File: config.mk
export PLATFORM = sky130hd
export DESIGN_NAME = ldspec_window_ctl
export DESIGN_NICKNAME = d
export VERILOG_FILES = /design/src/rtl/ldspec_pkg.sv /design/src/rtl/ldspec_pred.sv /design/src/rtl/ldspec_slots.sv /design/src/rtl/ldspec_entry.sv /design/src/rtl/ldspec_window_ctl.sv
export SDC_FILE = /design/constraint.sdc
export NUM_CORES = 1
export LEC_CHECK = 0
export ABC_AREA = 1
export BUFFER_PORTS_ARGS = -buffer_cell sky130_fd_sc_hd__buf_2
export CORE_MARGIN = 2
export CORE_UTILIZATION = 40
export DETAILED_ROUTE_END_ITERATION = 8
export HOLD_SLACK_MARGIN = 0.05
export SLEW_MARGIN = 20
export SYNTH_ARGS = -nofsm -noshare
export SYNTH_HDL_FRONTEND = slang
export SYNTH_SLANG_ARGS = --single-unit
export TNS_END_PERCENT = 1
File: constraint.sdc
create_clock -name clk_i -period 2.1 [get_ports clk_i]
set_clock_uncertainty 0.2 [all_clocks]
set_input_delay 0 -clock clk_i [delete_from_list [all_inputs] [get_ports clk_i]]
set_output_delay 0 -clock clk_i [all_outputs]
set_load 0.005 [all_outputs]
File: src/rtl/ldspec_pkg.sv
package ldspec_pkg;
   // Result of the load that resolves this cycle, as seen by the entries
   typedef struct packed {
      logic fire;
      logic hit;
   } ldspec_res_t;

   function automatic int lat_bits(input int max_lat);
      return $clog2(max_lat + 1);
   endfunction
endpackage

File: src/rtl/ldspec_pred.sv
module ldspec_pred #(
   parameter int CNT_W = 4,
   parameter int INC   = 1,
   parameter int DEC   = 2
) (
   input  logic             clk_i,
   input  logic             rst_ni,
   input  logic             upd_i,
   input  logic             hit_i,
   output logic [CNT_W-1:0] cnt_o,
   output logic             spec_on_o
);
   localparam logic [CNT_W-1:0] MAX   = '1;
   localparam logic [CNT_W-1:0] INC_V = CNT_W'(INC);
   localparam logic [CNT_W-1:0] DEC_V = CNT_W'(DEC);

   logic [CNT_W-1:0] cnt_q;

   always_ff @(posedge clk_i) begin
      if (!rst_ni) begin
         cnt_q <= MAX;
      end else if (upd_i) begin
         if (hit_i) cnt_q <= (cnt_q > MAX - INC_V) ? MAX : cnt_q + INC_V;
         else       cnt_q <= (cnt_q < DEC_V) ? '0 : cnt_q - DEC_V;
      end
   end

   assign cnt_o     = cnt_q;
   assign spec_on_o = cnt_q[CNT_W-1];
endmodule

File: src/rtl/ldspec_slots.sv
module ldspec_slots #(
   parameter int NSLOT = 3,
   localparam int PTR_W = (NSLOT > 1) ? $clog2(NSLOT) : 1
) (
   input  logic             clk_i,
   input  logic             rst_ni,
   input  logic             new_trk_i,
   input  logic             new_spec_i,
   output logic [NSLOT-1:0] open_o,
   output logic [NSLOT-1:0] rbit_o,
   output logic             res_trk_o,
   output logic             res_spec_o
);
   logic [PTR_W-1:0] ptr_q;
   logic [NSLOT-1:0] trk_q, spec_q;

   // The slot under the pointer was filled NSLOT cycles ago and resolves now;
   // every other live speculative slot is still inside its window.
   always_comb begin
      for (int s = 0; s < NSLOT; s++) rbit_o[s] = (ptr_q == PTR_W'(s));
   end

   assign open_o     = spec_q & ~rbit_o;
   assign res_trk_o  = |(trk_q & rbit_o);
   assign res_spec_o = |(spec_q & rbit_o);

   always_ff @(posedge clk_i) begin
      if (!rst_ni) begin
         ptr_q  <= '0;
         trk_q  <= '0;
         spec_q <= '0;
      end else begin
         for (int s = 0; s < NSLOT; s++) begin
            if (rbit_o[s]) begin
               trk_q[s]  <= new_trk_i;
               spec_q[s] <= new_spec_i;
            end
         end
         ptr_q <= (ptr_q == PTR_W'(NSLOT - 1)) ? '0 : ptr_q + 1'b1;
      end
   end
endmodule

File: src/rtl/ldspec_entry.sv
module ldspec_entry #(
   parameter int NSLOT = 3
) (
   input  logic                      clk_i,
   input  logic                      rst_ni,
   input  logic                      iss_i,
   input  logic [NSLOT-1:0]          open_i,
   input  logic [NSLOT-1:0]          rbit_i,
   input  ldspec_pkg::ldspec_res_t   res_i,
   output logic                      inhibit_o,
   output logic                      remove_o,
   output logic                      abort_o
);
   logic [NSLOT-1:0] tag_q, tag_d, left;

   always_comb begin
      left     = tag_q & ~rbit_i;
      tag_d    = tag_q;
      remove_o = 1'b0;
      abort_o  = 1'b0;
      if (res_i.fire && |(tag_q & rbit_i)) begin
         if (res_i.hit) begin
            tag_d    = left;
            remove_o = (left == '0);
         end else begin
            tag_d   = '0;
            abort_o = 1'b1;
         end
      end
      if (iss_i) tag_d = open_i;
   end

   always_ff @(posedge clk_i) begin
      if (!rst_ni) tag_q <= '0;
      else         tag_q <= tag_d;
   end

   assign inhibit_o = |tag_q;
endmodule

File: src/rtl/ldspec_window_ctl.sv
module ldspec_window_ctl #(
   parameter int NENT     = 8,
   parameter int REG_W    = 5,
   parameter int ZERO_REG = 31,
   parameter int CNT_W    = 4,
   parameter int WIN_LEN  = 2,
   parameter int LAT_SPEC = 3,
   parameter int LAT_SAFE = 5,
   parameter int LAT_FP   = 4,
   localparam int IDX_W   = $clog2(NENT),
   localparam int NSLOT   = WIN_LEN + 1,
   localparam int LAT_W   = ldspec_pkg::lat_bits(LAT_SAFE)
) (
   input  logic             clk_i,
   input  logic             rst_ni,
   input  logic             ld_issue_i,
   input  logic             ld_fp_i,
   input  logic [REG_W-1:0] ld_dst_i,
   input  logic             res_hit_i,
   input  logic             iss_valid_i,
   input  logic [IDX_W-1:0] iss_idx_i,
   output logic [LAT_W-1:0] lat_o,
   output logic             win_open_o,
   output logic [NENT-1:0]  inhibit_o,
   output logic [NENT-1:0]  remove_o,
   output logic [NENT-1:0]  abort_o
);
   if (NENT < 2)                          begin : g_bad_nent  $error("NENT must be at least 2");            end
   if (WIN_LEN < 1)                       begin : g_bad_win   $error("WIN_LEN must be at least 1");         end
   if (CNT_W < 2)                         begin : g_bad_cnt   $error("CNT_W must be at least 2");           end
   if (ZERO_REG >= (1 << REG_W))          begin : g_bad_zero  $error("ZERO_REG does not fit REG_W");        end
   if (LAT_SPEC > LAT_SAFE || LAT_FP > LAT_SAFE) begin : g_bad_lat $error("LAT_SAFE must be the largest"); end

   logic [CNT_W-1:0] pred_cnt;
   logic             spec_on, elig, res_trk, res_spec;
   logic [NSLOT-1:0] open_mask, rbit;
   ldspec_pkg::ldspec_res_t res;

   assign elig = ld_issue_i && !ld_fp_i && (ld_dst_i != REG_W'(ZERO_REG));

   ldspec_pred #(.CNT_W(CNT_W), .INC(1), .DEC(2)) u_pred (
      .clk_i(clk_i), .rst_ni(rst_ni),
      .upd_i(res_trk), .hit_i(res_hit_i),
      .cnt_o(pred_cnt), .spec_on_o(spec_on)
   );

   ldspec_slots #(.NSLOT(NSLOT)) u_slots (
      .clk_i(clk_i), .rst_ni(rst_ni),
      .new_trk_i(elig), .new_spec_i(elig && spec_on),
      .open_o(open_mask), .rbit_o(rbit),
      .res_trk_o(res_trk), .res_spec_o(res_spec)
   );

   assign res.fire   = res_spec;
   assign res.hit    = res_hit_i;
   assign win_open_o = |open_mask;
   assign lat_o      = ld_fp_i ? LAT_W'(LAT_FP) : (spec_on ? LAT_W'(LAT_SPEC) : LAT_W'(LAT_SAFE));

   for (genvar e = 0; e < NENT; e++) begin : g_ent
      ldspec_entry #(.NSLOT(NSLOT)) u_ent (
         .clk_i(clk_i), .rst_ni(rst_ni),
         .iss_i(iss_valid_i && (iss_idx_i == IDX_W'(e))),
         .open_i(open_mask), .rbit_i(rbit), .res_i(res),
         .inhibit_o(inhibit_o[e]), .remove_o(remove_o[e]), .abort_o(abort_o[e])
      );
   end
endmodule

* After elaboration in Yosys (flattened, before gate mapping)
Cells that the tools add are included.
** Cells by class
- Bitwise operators :: 21
- Add/subtract/negate cells :: 3
- Mux-type cells :: 54
- Order comparisons :: 2
- Equal/unequal tests :: 10
- Reductions and logical operators :: 58
** Operators by type and width (count)
- $mux W3 :: 26
- $and A3 B3 Y3 :: 19
- $reduce_or A3 Y1 :: 19
- $logic_not A3 Y1 :: 9
- $mux W1 :: 25
- $logic_and A1 B1 Y1 :: 19
- $reduce_bool A2 Y1 :: 8
- $eq A3 B3 Y1 const B :: 4
- $mux W4 :: 3
- $eq A3 B2 Y1 const B :: 2
- $ne A5 B5 Y1 const B :: 1
- $add A4 B1 Y4 const B :: 1
- $gt A4 B4 Y1 const B :: 1
- $lt A4 B2 Y1 const B :: 1
- $sub A4 B2 Y4 const B :: 1
- $eq A3 B1 Y1 const B :: 1
- $not A3 Y3 :: 1
- $add A2 B1 Y2 const B :: 1
- $eq A2 B1 Y1 const B :: 1
- $eq A2 B2 Y1 const B :: 1
- $logic_not A2 Y1 :: 1
- $reduce_or A2 Y1 :: 1
- $logic_not A1 Y1 :: 1
- $not A1 Y1 :: 1
** Storage, ports and cells
- Bits in registers :: 36
- Input port bits :: 14
- Word-level logic and storage cells :: 164
- Output and inout port bits :: 28

* Longest topological paths before layout
- Depth in word-level cells :: 6
- Mapped depth :: 11
- Depth with buffers taken out :: 9

* By module
Synthesis repeated with hierarchy kept, for this count alone.
** Unflattened totals
- Cell total of the unflattened synthesis :: 459
- Area, all modules :: 2703.8 um^2
** Modules (own cells, without submodules)
- ldspec_entry :: cells an instance 41, instances 8, area each 234.0 um^2
- ldspec_slots :: cells an instance 48, instances 1, area each 354.1 um^2
- ldspec_pred :: cells an instance 55, instances 1, area each 351.6 um^2
- ldspec_window_ctl :: cells an instance 28, instances 1, area each 126.4 um^2

* Worst setup path before layout
No wires, ideal clock.
- Path type :: register -> register
- Start :: register u_slots.ptr_q[0]
- End :: register g_ent[4].u_ent.tag_q[0]
- Stages on the path, launching flop included :: 12
- Clock period less this slack :: 1.655 ns
- Library setup time :: 0.070 ns
- Slack :: 0.445 ns
- Arrival :: 1.385 ns
- Buffers on the path :: 2
- Cell sequence :: dfxtp_1 -> inv_1 -> ha_1 -> buf_2 -> inv_1 -> buf_4 -> nand2_1 -> nor2_1 -> nand2_1 -> nand2_1 -> nand2_1 -> a21oi_1
** On the way
- Longest elaborated chain between the ends :: 6
- Elaborated cells between the ends (all ways) :: 15
** RTL lines
- from (decl) :: line ldspec_slots.sv:14 : logic [PTR_W-1:0] ptr_q;
- from (signal assigned) :: line ldspec_slots.sv:39 : ptr_q <= (ptr_q == PTR_W'(NSLOT - 1)) ? '0 : ptr_q + 1'b1;
- $logic_not A2 Y1 :: line ldspec_slots.sv:20 : for (int s = 0; s < NSLOT; s++) rbit_o[s] = (ptr_q == PTR_W'(s));
- $not A3 Y3 :: line ldspec_slots.sv:23, ldspec_entry.sv:17
- $and A3 B3 Y3 :: line ldspec_entry.sv:17 : left = tag_q & ~rbit_i;
- $mux W3 :: line ldspec_entry.sv:22 : if (res_i.hit) begin
- $mux W3 :: line ldspec_entry.sv:21 : if (res_i.fire && |(tag_q & rbit_i)) begin
- $mux W3 :: line ldspec_entry.sv:30 : if (iss_i) tag_d = open_i;
- to (signal assigned) :: line ldspec_entry.sv:35 : else tag_q <= tag_d;
- to (decl) :: line ldspec_entry.sv:14 : logic [NSLOT-1:0] tag_q, tag_d, left;
Parallel ways exist; a longest one is shown, timed or not. The select of a mux whose other input is x is not followed.
A chain may end at the register's enable or synchronous reset.

* Worst setup path after layout
- Start :: register u_slots.ptr_q[0]
- End :: output port remove_o[1]
** On the way
- Longest elaborated chain between the ends :: 6
- Elaborated cells between the ends (all ways) :: 13
** RTL lines
- $eq A2 B1 Y1, or another cell as far along :: line ldspec_slots.sv:20
- $not A3 Y3 :: line ldspec_entry.sv:17
- $and A3 B3 Y3 :: line ldspec_entry.sv:17
- $logic_not A3 Y1 :: line ldspec_entry.sv:24 : remove_o = (left == '0);
- $mux W1 :: line ldspec_entry.sv:22
- $mux W1 (*) :: line ldspec_entry.sv:21
- to (decl) :: line ldspec_window_ctl.sv:25 : output logic [NENT-1:0] remove_o,
Mark *: on every way between the ends. The rest lies on a longest branch, timed or not.

==> impl_metrics.sql <==
INSERT INTO impl_metrics (metric_group, metric, value, unit) VALUES
('run_status', 'run_status', 'complete, no violations', ''),
('die', 'area_of_the_core', '0.00687', 'mm^2'),
('hold_path', 'hold_path.startpoint', 'iss_valid_i', ''),
('timing', 'timing.slew.headroom', '79.4', '%'),
('final_layout', 'antenna_cells', '0', ''),
('timing', 'period_share', '96.4', '%'),
('global_routing', 'use_met1', '28.5', '%'),
('final_layout', 'fillers', '757', ''),
('yosys', 'netlist_top_cells_count', 'nand2_1, nor2_1, nand3_1, dfxtp_1, inv_1', ''),
('yosys', 'yosysTopAreaCellShare', '25.9', '%'),
('global_routing', 'met2_use_gr', '32.3', '%'),
('critical_path', 'critical-path-top-delay-family', 'buffers and inverters', ''),
('power_and_ir_drop', 'power_density', '591', 'mW/mm^2'),
('critical_path', 'crit_path_launch_type', 'flip-flop', ''),
('clock_network', 'cts.clk_slew.worst_paths', '0.07', 'ns'),
('die', 'fp-row-count', '30', ''),
('global_routing', 'global_route.usage.met3', '3.45', '%'),
('critical_path', 'max_fanout_on_critical_path', '14', ''),
('yosys', 'number_of_synthesized_flops_with_an_enable_pin', '0', ''),
('hold_path', 'hp-class', 'in -> reg', ''),
('drt', 'post_drt_wl_per_cell', '12.5', 'um'),
('yosys', 'synthDistinctLibCells', '29', ''),
('yosys', 'synth_top_flop_cell', 'dfxtp_1', ''),
('timing', 'worst-slew-pin-transition', '0.309', 'ns'),
('drt', 'post_drt_via_cell_ratio', '4.91', ''),
('timing', 'min_period', '2.03', 'ns'),
('global_routing', 'track_usage', '20.5', '%'),
('die', 'floorplan.initialDensity', '41.6', '%'),
('critical_path', 'critical-path-top-cell-by-count', 'nand2_1', ''),
('global_routing', 'grt_pass1_vias', '2675', ''),
('critical_path', 'path_cells', 'inv_1 -> ha_1 -> buf_4 -> nand2_1 -> nand3_1 -> nand2_1 -> nor3_1 -> buf_2', ''),
('final_layout', 'area_overhead_of_the_layout_relative_to_synthesis', '12.5', '%'),
('yosys', 'avgSynthCellArea', '5.78', 'um^2'),
('clock_network', 'cts_setup_buffers', '0', ''),
('yosys', 'synth_cells', '495', ''),
('drt', 'dr_total_vias', '3061', ''),
('clock_network', 'clock_tree.root_cell', 'clkbuf_8', ''),
('critical_path', 'worst-path-buf-inv', '3', ''),
('placement', 'detailedPlacementHpwl', '5660', 'um'),
('global_routing', 'grt_overflow_total', '0', ''),
('drt', 'drc', '0', ''),
('hold_path', 'timing.hold.worst_endpoint', 'g_ent[6].u_ent.tag_q[1]', ''),
('critical_path', 'critPathKind', 'reg -> out', ''),
('global_routing', 'grt_busiest_layer', 'met2', ''),
('critical_path', 'reg2reg_setup_slack', '0.18', 'ns'),
('power_and_ir_drop', 'leak_pwr', '0.00167', 'uW'),
('yosys', 'syn-num-nets', '519', ''),
('global_routing', 'grt_pass1_wl', '12500', 'um'),
('timing', 'count_of_final_hold_check_violations', '0', ''),
('critical_path', 'critPathLaunch', 'u_slots.ptr_q[0]', ''),
('hold_path', 'holdPathStages', '7', ''),
('clock_network', 'cts.path.max_buffers', '2', ''),
('timing', 'hold_ws', '0.0653', 'ns'),
('critical_path', 'crit_required', '1.90', 'ns'),
('global_routing', 'largest_net_degree_at_the_start_of_global_routing', '27', ''),
('clock_network', 'htreeDepth', '2', ''),
('clock_network', 'tritoncts', 'yes', ''),
('critical_path', 'crit_path_top_delay_cell', 'dfxtp_1', ''),
('yosys', 'netlist.top_cell.by_area', 'nand2_1', ''),
('global_routing', 'antenna_found_initial', '0', ''),
('placement', 'globalplace.congestion', '0.871', ''),
('yosys', 'synth-async-reset-ratio', '0', '%'),
('placement', 'port_buffers', '41', ''),
('drt', 'drt-pass1-iter-count', '5', ''),
('power_and_ir_drop', 'design_power_total', '1900', 'uW'),
('power_and_ir_drop', 'vdd_drop_max', '0.336', 'mV'),
('run', 'cap_violations', '0', ''),
('clock_network', 'cts_inserted_buffers', '5', ''),
('placement', 'placed_cells_incl_taps', '607', ''),
('yosys', 'synth-seq-area-share', '25.2', '%'),
('final_layout', 'num-nets-final', '552', '');
## timing repair
| item | in CTS | in global routing |
|---|---|---|
| resized for setup | 0 | 8 |
| hold buffers | 10 | 0 |
| endpoints found under the setup margin | 0 | 20 |
| endpoints found under the hold margin | 34 | 0 |
## worst max path at each step
stage                               to  slack (ns)  depth (start not counted)
5_1_grt                    remove_o[4]       -0.04                          7
3_3_place_gp   g_ent[1].u_ent.tag_q[2]        0.18                          9
3_5_place_dp   g_ent[1].u_ent.tag_q[2]        0.15                          9
2_1_floorplan  g_ent[4].u_ent.tag_q[0]        0.45                         11
6_report                   remove_o[1]        0.07                          8
4_1_cts                    remove_o[4]       0.004                          7
## worst reg2reg max path: cells and delay by family (launching register included)
| family | cells | cell delay [ns] |
|---|---|---|
| AO/OA/AOI/OAI | 1 | 0.11 |
| buffers and inverters | 3 | 0.47 |
| AND/OR/NAND/NOR | 4 | 0.41 |
| flip-flops | 1 | 0.38 |
| adder cells (fa/ha/maj) | 1 | 0.28 |
## stage by stage
step / util [%] / TNS [ns] / area [um^2] / worst slack, ns
after global routing: 46.8 / -0.128 / 3220 / -0.0446
after global placement: 43.8 / 0 / 3010 / 0.179
after detailed placement: 43.8 / 0 / 3010 / 0.147
after floorplan: - / 0 / 2860 / 0.445
after CTS: 46.4 / 0 / 3190 / 0.00352
final: 46.8 / 0 / 3220 / 0.0750
## power breakdown
part / total, uW / switching (uW) / internal (uW)
clock network: 482 / 257 / 226
logic: 635 / 415 / 219
registers: 784 / 48.7 / 735
## layout make-up
class / instances / area (um^2) / share of cell area [%]
multi-input combinational: 389 / 1780 / 55.2
sequential: 36 / 721 / 22.4
timing repair buffer: 61 / 383 / 11.9
inverter: 35 / 139 / 4.32
tap: 96 / 120 / 3.74
clock buffer: 6 / 72.6 / 2.26
clock inverter: 1 / 5.00 / 0.156
## cell usage in the layout (no fill, tap or decap)
cell,n
nand2_1,196
nor2_1,71
nand3_1,47
buf_2,41
dfxtp_1,36
inv_1,30
a21oi_1,25
nand2_2,12
buf_4,10
ha_1,9
dlygate4sd3_1,9
o21ai_0,8
clkbuf_8,5
nor3_1,3
nand4_1,3
inv_2,2
o211ai_1,2
inv_4,1
nand3_4,1
clkinv_1,1
nor4_2,1
nor3_2,1
or3_1,1
nand3_2,1
xor2_1,1
nor2_8,1
nand3b_1,1
nand2_4,1
clkinv_4,1
or2_2,1
nor2_2,1
o21ai_1,1
ha_2,1
clkbuf_1,1
clkinv_2,1
dlymetal6s4s_1,1
## sequential cells by signal, indices dropped and copies added, names as in the netlist
name and cells:
u_pred.cnt_o 4, u_slots.trk_q 3, u_slots.spec_q 3, u_slots.ptr_q 2
g_ent.u_ent.tag_q 24
## cell families after synthesis
kind of cell	synth area share, %
adders and majority gates	4.38
and+or+nand+nor	50.1
buffers and inverters	13.5
xor gates and xnor gates	0.306
AOI/OAI and AO/OA	6.48
DFF	25.2
## metal layers
layer / part of all wire (%) / wire length, um
met5: 0 / 0
met4: 1.5 / 114
met3: 6.5 / 508
met2: 45 / 3550
met1: 47 / 3660
Power figures use the tool's default switching activity.
